--- config.mk ---
export PLATFORM = sky130hd
export DESIGN_NAME = pulse_dir_conv
export DESIGN_NICKNAME = d
export VERILOG_FILES = /design/src/rtl/pdc_pkg.sv /design/src/rtl/pdc_sync.sv /design/src/rtl/pdc_decode.sv /design/src/rtl/pdc_delay.sv /design/src/rtl/pulse_dir_conv.sv
export SDC_FILE = /design/constraint.sdc
export NUM_CORES = 1
export LEC_CHECK = 0
export CORE_AREA = 3 3 40 42
export DETAILED_ROUTE_END_ITERATION = 12
export DIE_AREA = 0 0 43 45
export GPL_ROUTABILITY_DRIVEN = 0
export PLACE_DENSITY = 0.67
export REMOVE_ABC_BUFFERS = 1
export SLEW_MARGIN = 15
export SYNTH_ARGS = -nofsm -noshare
export SYNTH_HDL_FRONTEND = slang
export SYNTH_SLANG_ARGS = --single-unit
export TNS_END_PERCENT = 1
--- constraint.sdc ---
create_clock -name clk -period 1.8 [get_ports clk]
set_clock_uncertainty 0.15 [all_clocks]
set_input_delay 0.27 -clock clk [delete_from_list [all_inputs] [get_ports clk]]
set_output_delay 0.27 -clock clk [all_outputs]
set_load 0.05 [all_outputs]
--- src/rtl/pdc_pkg.sv ---
package pdc_pkg;
  localparam int unsigned SYNC_STAGES = 2;
  localparam int unsigned DECODE_LAT  = SYNC_STAGES + 1;

  typedef enum logic [1:0] {
    ACT_NONE = 2'b00,
    ACT_CW   = 2'b01,
    ACT_CCW  = 2'b10,
    ACT_BOTH = 2'b11
  } act_e;

  localparam logic DIR_CW  = 1'b0;
  localparam logic DIR_CCW = 1'b1;

  // Translate a raw line level into an "active" flag for the chosen polarity.
  function automatic logic line_active(input logic lvl, input logic pol_low);
    return lvl ^ pol_low;
  endfunction
endpackage

--- src/rtl/pdc_sync.sv ---
module pdc_sync #(
  parameter int unsigned WIDTH  = 2,
  parameter int unsigned STAGES = 2
) (
  input  logic             clk,
  input  logic             rst,
  input  logic [WIDTH-1:0] rst_val,
  input  logic [WIDTH-1:0] d,
  output logic [WIDTH-1:0] q
);
  logic [WIDTH-1:0] chain [STAGES];

  generate
    for (genvar s = 0; s < STAGES; s++) begin : g_stage
      if (s == 0) begin : g_first
        always_ff @(posedge clk) begin
          if (rst) chain[0] <= rst_val;
          else     chain[0] <= d;
        end
      end else begin : g_next
        always_ff @(posedge clk) begin
          if (rst) chain[s] <= rst_val;
          else     chain[s] <= chain[s-1];
        end
      end
    end
  endgenerate

  assign q = chain[STAGES-1];
endmodule

--- src/rtl/pdc_decode.sv ---
module pdc_decode
  import pdc_pkg::*;
(
  input  logic clk,
  input  logic rst,
  input  logic active_low,
  input  logic cw_s,
  input  logic ccw_s,
  input  logic fault_clr,
  output logic dir_q,
  output logic fault_q,
  output logic step_q
);
  logic cw_a, ccw_a, any_a, both_a;
  act_e act;

  always_comb begin
    cw_a   = line_active(cw_s, active_low);
    ccw_a  = line_active(ccw_s, active_low);
    any_a  = cw_a | ccw_a;
    both_a = cw_a & ccw_a;
    act    = act_e'({ccw_a, cw_a});
  end

  always_ff @(posedge clk) begin
    if (rst) begin
      dir_q   <= DIR_CW;
      fault_q <= 1'b0;
      step_q  <= active_low;
    end else begin
      // Active-high: OR of lines. Active-low: AND of lines (high only when both idle).
      step_q  <= any_a ^ active_low;
      fault_q <= both_a | (fault_q & ~fault_clr);
      unique case (act)
        ACT_CW:  dir_q <= DIR_CW;
        ACT_CCW: dir_q <= DIR_CCW;
        default: dir_q <= dir_q;
      endcase
    end
  end

  assert_reset_clears_R9: assert property (@(posedge clk) rst |=> (!dir_q && !fault_q));
  assert_fault_set_R7: assert property (@(posedge clk) disable iff (rst) both_a |=> fault_q);
  assert_dir_hold_fault_R7: assert property (@(posedge clk) disable iff (rst) both_a |=> $stable(dir_q));
  assert_dir_hold_idle_R6: assert property (@(posedge clk) disable iff (rst) !any_a |=> $stable(dir_q));
  assert_dir_cw_R4: assert property (@(posedge clk) disable iff (rst) (cw_a && !ccw_a) |=> (dir_q == DIR_CW));
  assert_dir_ccw_R5: assert property (@(posedge clk) disable iff (rst) (ccw_a && !cw_a) |=> (dir_q == DIR_CCW));
  assert_fault_sticky_R8: assert property (@(posedge clk) disable iff (rst) (fault_q && !fault_clr) |=> fault_q);
endmodule

--- src/rtl/pdc_delay.sv ---
module pdc_delay #(
  parameter int unsigned DEPTH = 10
) (
  input  logic clk,
  input  logic rst,
  input  logic rst_val,
  input  logic d,
  output logic q
);
  generate
    if (DEPTH == 0) begin : g_bypass
      assign q = d;
    end else begin : g_line
      logic [DEPTH-1:0] sr;
      if (DEPTH == 1) begin : g_one
        always_ff @(posedge clk) begin
          if (rst) sr <= rst_val;
          else     sr <= d;
        end
      end else begin : g_many
        always_ff @(posedge clk) begin
          if (rst) sr <= {DEPTH{rst_val}};
          else     sr <= {sr[DEPTH-2:0], d};
        end
      end
      assign q = sr[DEPTH-1];
    end
  endgenerate
endmodule

--- src/rtl/pulse_dir_conv.sv ---
module pulse_dir_conv
  import pdc_pkg::*;
#(
  parameter int unsigned STEP_DELAY = 10
) (
  input  logic clk,
  input  logic rst,
  input  logic active_low,
  input  logic cw_in,
  input  logic ccw_in,
  input  logic fault_clr,
  output logic step_out,
  output logic dir_out,
  output logic fault_out
);
  logic [1:0] lines_s;
  logic       step_undelayed;

  pdc_sync #(.WIDTH(2), .STAGES(SYNC_STAGES)) u_sync (
    .clk     (clk),
    .rst     (rst),
    .rst_val ({2{active_low}}),
    .d       ({ccw_in, cw_in}),
    .q       (lines_s)
  );

  pdc_decode u_dec (
    .clk        (clk),
    .rst        (rst),
    .active_low (active_low),
    .cw_s       (lines_s[0]),
    .ccw_s      (lines_s[1]),
    .fault_clr  (fault_clr),
    .dir_q      (dir_out),
    .fault_q    (fault_out),
    .step_q     (step_undelayed)
  );

  pdc_delay #(.DEPTH(STEP_DELAY)) u_dly (
    .clk     (clk),
    .rst     (rst),
    .rst_val (active_low),
    .d       (step_undelayed),
    .q       (step_out)
  );

  assert_step_idle_after_reset_R9: assert property (@(posedge clk) rst |=> (step_out == active_low));
endmodule

==> reports/metrics.sh <==
PRE_CTS_SLACK_NS=0.0735
MOST-COMMON-LAYOUT-CELLS='sky130_fd_sc_hd__dfxtp_1, sky130_fd_sc_hd__inv_1, sky130_fd_sc_hd__o21ai_0, sky130_fd_sc_hd__buf_4, sky130_fd_sc_hd__clkdlybuf4s50_1'
CLOCK_TREE.ROOT_CELL='sky130_fd_sc_hd__clkbuf_4'
POST_SYNTH_NUM_CELL_TYPES=18
PINS_OVER_THEIR_SLEW_LIMIT=0
SYN_INST=62
FLOORPLAN.DIE_AREA_MM2=0.00194
R2R.WORST_PATH.CELLS=4
FLOORPLAN.CORE_AREA_MM2=0.00128
FINALWIRELENGTH_UM=790
FIRST_ITER_VIOLATIONS=2
SYNTH.AVG_CELL_AREA_UM2=9.38
CTS_HOLD_BUF=0
SETUP_TOTAL_NEGATIVE_SLACK_NS=0
POST_SYNTH_AND_OR_NAND_NOR_AREA_FRACTION=0.0516
GRT_USAGE=0.0982
YS_WARN_COUNT=0
GRT.OVERFLOW.TOTAL=0
WORST-SLEW-PIN-TRANSITION_NS=0.327
FIRST_GLOBAL_VIAS=341
CLK_PIN_SLEW_NS=0.09
PIN_COUNT_OF_THE_BIGGEST_NET_ENTERING_GLOBAL_ROUTING=15
WORST_SETUP_PATH_START_KIND='input port'
SYNTHXORXNORAREAFRAC=0.0301
CRIT_PATH_END_KIND='register'
CRITICAL_PATH_REQUIRED_NS=1.83
SYN_TO_FINAL_GROWTH_PCT=20.9
HORIZONTAL_DIE_DIMENSION_UM=43
POST_SYNTH_MUX_AREA_SHARE=0.0344
FINAL_ANTENNA_NET_COUNT=0
DRT_DRC_VIOLATIONS_LEFT=0
CLOCK_SINK_TOTAL=17
CLOCKBUFFERDEPTH=2
SYNTH_TOP_FAMILY_BY_AREA='compound AO/OA/AOI/OAI gates'
TIGHTEST_SLEW_MARGIN_RELATIVE_TO_THE_LIMIT=0.782
TRITONCTS_CLOCK_TREE='built'
DESIGN_AREA_UM2=703
REPORT.FINAL.SETUP_VIOL=0
PERIOD_MINUS_SLACK_NS=1.41
POST_CTS_RESIZE_COUNT=0
TIMING.SETUP.CRITICAL_PATH_CLASS='in -> reg'
CLOCK_BUFFERS_CREATED_BY_TRITONCTS=3
SYNTH-ADDER-AREA-SHARE=0.0215
HTREEDEPTH=1
GRT_ANTENNA_BEFORE_REPAIR=0
FIN_NETS=81
GRT_SETUP_UNREPAIRED='no'
SYNTH.YOSYS.SEQ_AREA_SHARE=0.585
SEQCELLAREA_UM2=340
PIN_COUNT=9
MULTI_INPUT_AREA_UM2=169
HOLD_PATH.CLASS='reg -> reg'
DIE_H_UM=45
CAP_VIOLATIONS=0
INITIAL_UTILIZATION=0.453
MOSTFREQUENTLAYOUTCELL='sky130_fd_sc_hd__dfxtp_1'
ACHIEVABLE-FREQUENCY_MHz=710
AVERAGE_VIAS_PER_PLACED_INSTANCE=4.35
FINAL_MIN_PERIOD_OVER_CLOCK_PERIOD=0.782
WORSTREG2REGSTART='u_sync.chain[1][1]$_DFF_P_'
WORST_SETUP_PATH_ENDPOINT='u_dec.dir_q$_SDFFE_PP0P_'
WL_PER_CELL_UM=8.98
STD_CELL_ROWS=13
CLK_LATENCY_NS=0.29
NUMPLACEDINSTANCES=84
TIMING.FINAL.HOLD_VIOLATIONS=0
POWER_PER_CELL_AREA_mW_PER_MM2=1030
R2R_SETUP_SLACK_NS=0.51
REGTOREGENDPOINT='u_dec.dir_q$_SDFFE_PP0P_'
PNR_WORST_SETUP_SLACK_NS=0.392
POST_ROUTE_CELLS_DRIVE_ABOVE_1_SHARE=0.137
DRT-PASS1-ITER-COUNT=4
TIMING.CRITICAL_PATH.FANOUT_MAX=3
FILL_CELLS=125
INSTANCES_NO_FILL=88
HPWLAFTERDP_UM=540
FIN_TOTAL_PWR_mW=0.724
DPL-INSTANCE-AREA_UM2=676
BUFFER_PORTS.INSERTED=8
DR_TOTAL_VIAS=383
NETLIST_AREA_UM2=582
IRDROPWORSTVDD_uV=544
CRIT_ARRIVAL_NS=1.44
FIRST_PASS_GRT_WIRE_LENGTH_UM=1310
POST_CTS.REPAIR.SETUP_BUFFERS=0
LEAKAGEPOWER_nW=0.336
COMPLEX_GATE_FRACTION_OF_THE_SYNTHESIZED_AREA=0.153
CRITPATHLAUNCH='active_low'
NUM_ANTENNA_CELLS=0
RUN_STATUS='finished, final reports clean'
YS_SEQ_ELEMENTS=17
==> where the power goes <==
part | switching (mW) | internal (mW)
combinational | 0.0564 | 0.0466
sequential | 0.0135 | 0.412
clock | 0.114 | 0.0825
==> how the worst min path moves through the flow <==
stage                                  to  depth (start not counted)                       start
2_1_floorplan    u_dec.fault_q$_SDFF_PP0_                          1                         rst
3_3_place_gp   u_sync.chain[1][1]$_DFF_P_                          2  u_sync.chain[0][1]$_DFF_P_
3_5_place_dp   u_sync.chain[1][0]$_DFF_P_                          2  u_sync.chain[0][0]$_DFF_P_
4_1_cts        u_sync.chain[1][0]$_DFF_P_                          2  u_sync.chain[0][0]$_DFF_P_
5_1_grt        u_dly.g_line.sr[5]$_DFF_P_                          2  u_dly.g_line.sr[4]$_DFF_P_
6_report       u_sync.chain[1][0]$_DFF_P_                          2  u_sync.chain[0][0]$_DFF_P_
==> cell families (layout without fill, tap and decap cells) <==
group,Yosys count,in the layout
simple gates,5,5
xor+xnor,2,2
mux,2,2
buf+inv,18,29
flops,17,17
fa+ha+maj,1,1
compound gates,17,17
==> worst max-delay path, cell delays in order <==
cell and delay [ns]:
sky130_fd_sc_hd__clkdlybuf4s50_1 0.46, sky130_fd_sc_hd__xor2_1 0.19, sky130_fd_sc_hd__ha_1 0.30, sky130_fd_sc_hd__mux2i_1 0.18, sky130_fd_sc_hd__nor2_1 0.05
==> sequential cells by signal (all words and copies together), names as in the netlist <==
name / flops
u_dec.fault_q: 1
u_dec.step_q: 1
u_dec.dir_q: 1
u_sync.chain: 4
u_dly.g_line.sr: 10
==> routing by layer <==
metal | GRT usage | wire length (µm) | vias up
li1 | - | - | 214
met1 | 0.108 | 430 | 158
met2 | 0.135 | 287 | 9
met3 | 0.0279 | 56 | 2
met4 | 0.127 | 15 | 0
met5 | 0 | 0 | -
==> through the flow <==
step / hold slack (ns) / util
6_report: 0.286 / 0.547
3_5_place_dp: 0.275 / 0.526
2_1_floorplan: 0.189 / -
3_3_place_gp: 0.268 / 0.526
5_1_grt: 0.317 / 0.547
4_1_cts: 0.289 / 0.547
==> synth_stat cells (all sizes together) <==
master / number / area share
a31oi: 1 / 0.011
inv: 14 / 0.090
dfxtp: 17 / 0.58
buf: 2 / 0.022
o21ai: 14 / 0.12
or3b: 1 / 0.015
nand3b: 1 / 0.013
nand2b: 1 / 0.011
o21bai: 1 / 0.013
nor2: 1 / 0.0064
a21oi: 1 / 0.0086
nand2: 1 / 0.0064
xor2: 1 / 0.015
xnor2: 1 / 0.015
clkbuf: 2 / 0.013
ha: 1 / 0.022
mux2i: 2 / 0.034
==> layout make-up <==
type                       count  area share
multi-input combinational     27       0.240
clock buffer                   3      0.0320
tap                           15      0.0267
clock inverter                 1     0.00712
timing repair buffer          11       0.135
inverter                      14      0.0747
sequential                    17       0.484
Note: power is estimated with default switching activity, not from simulation.
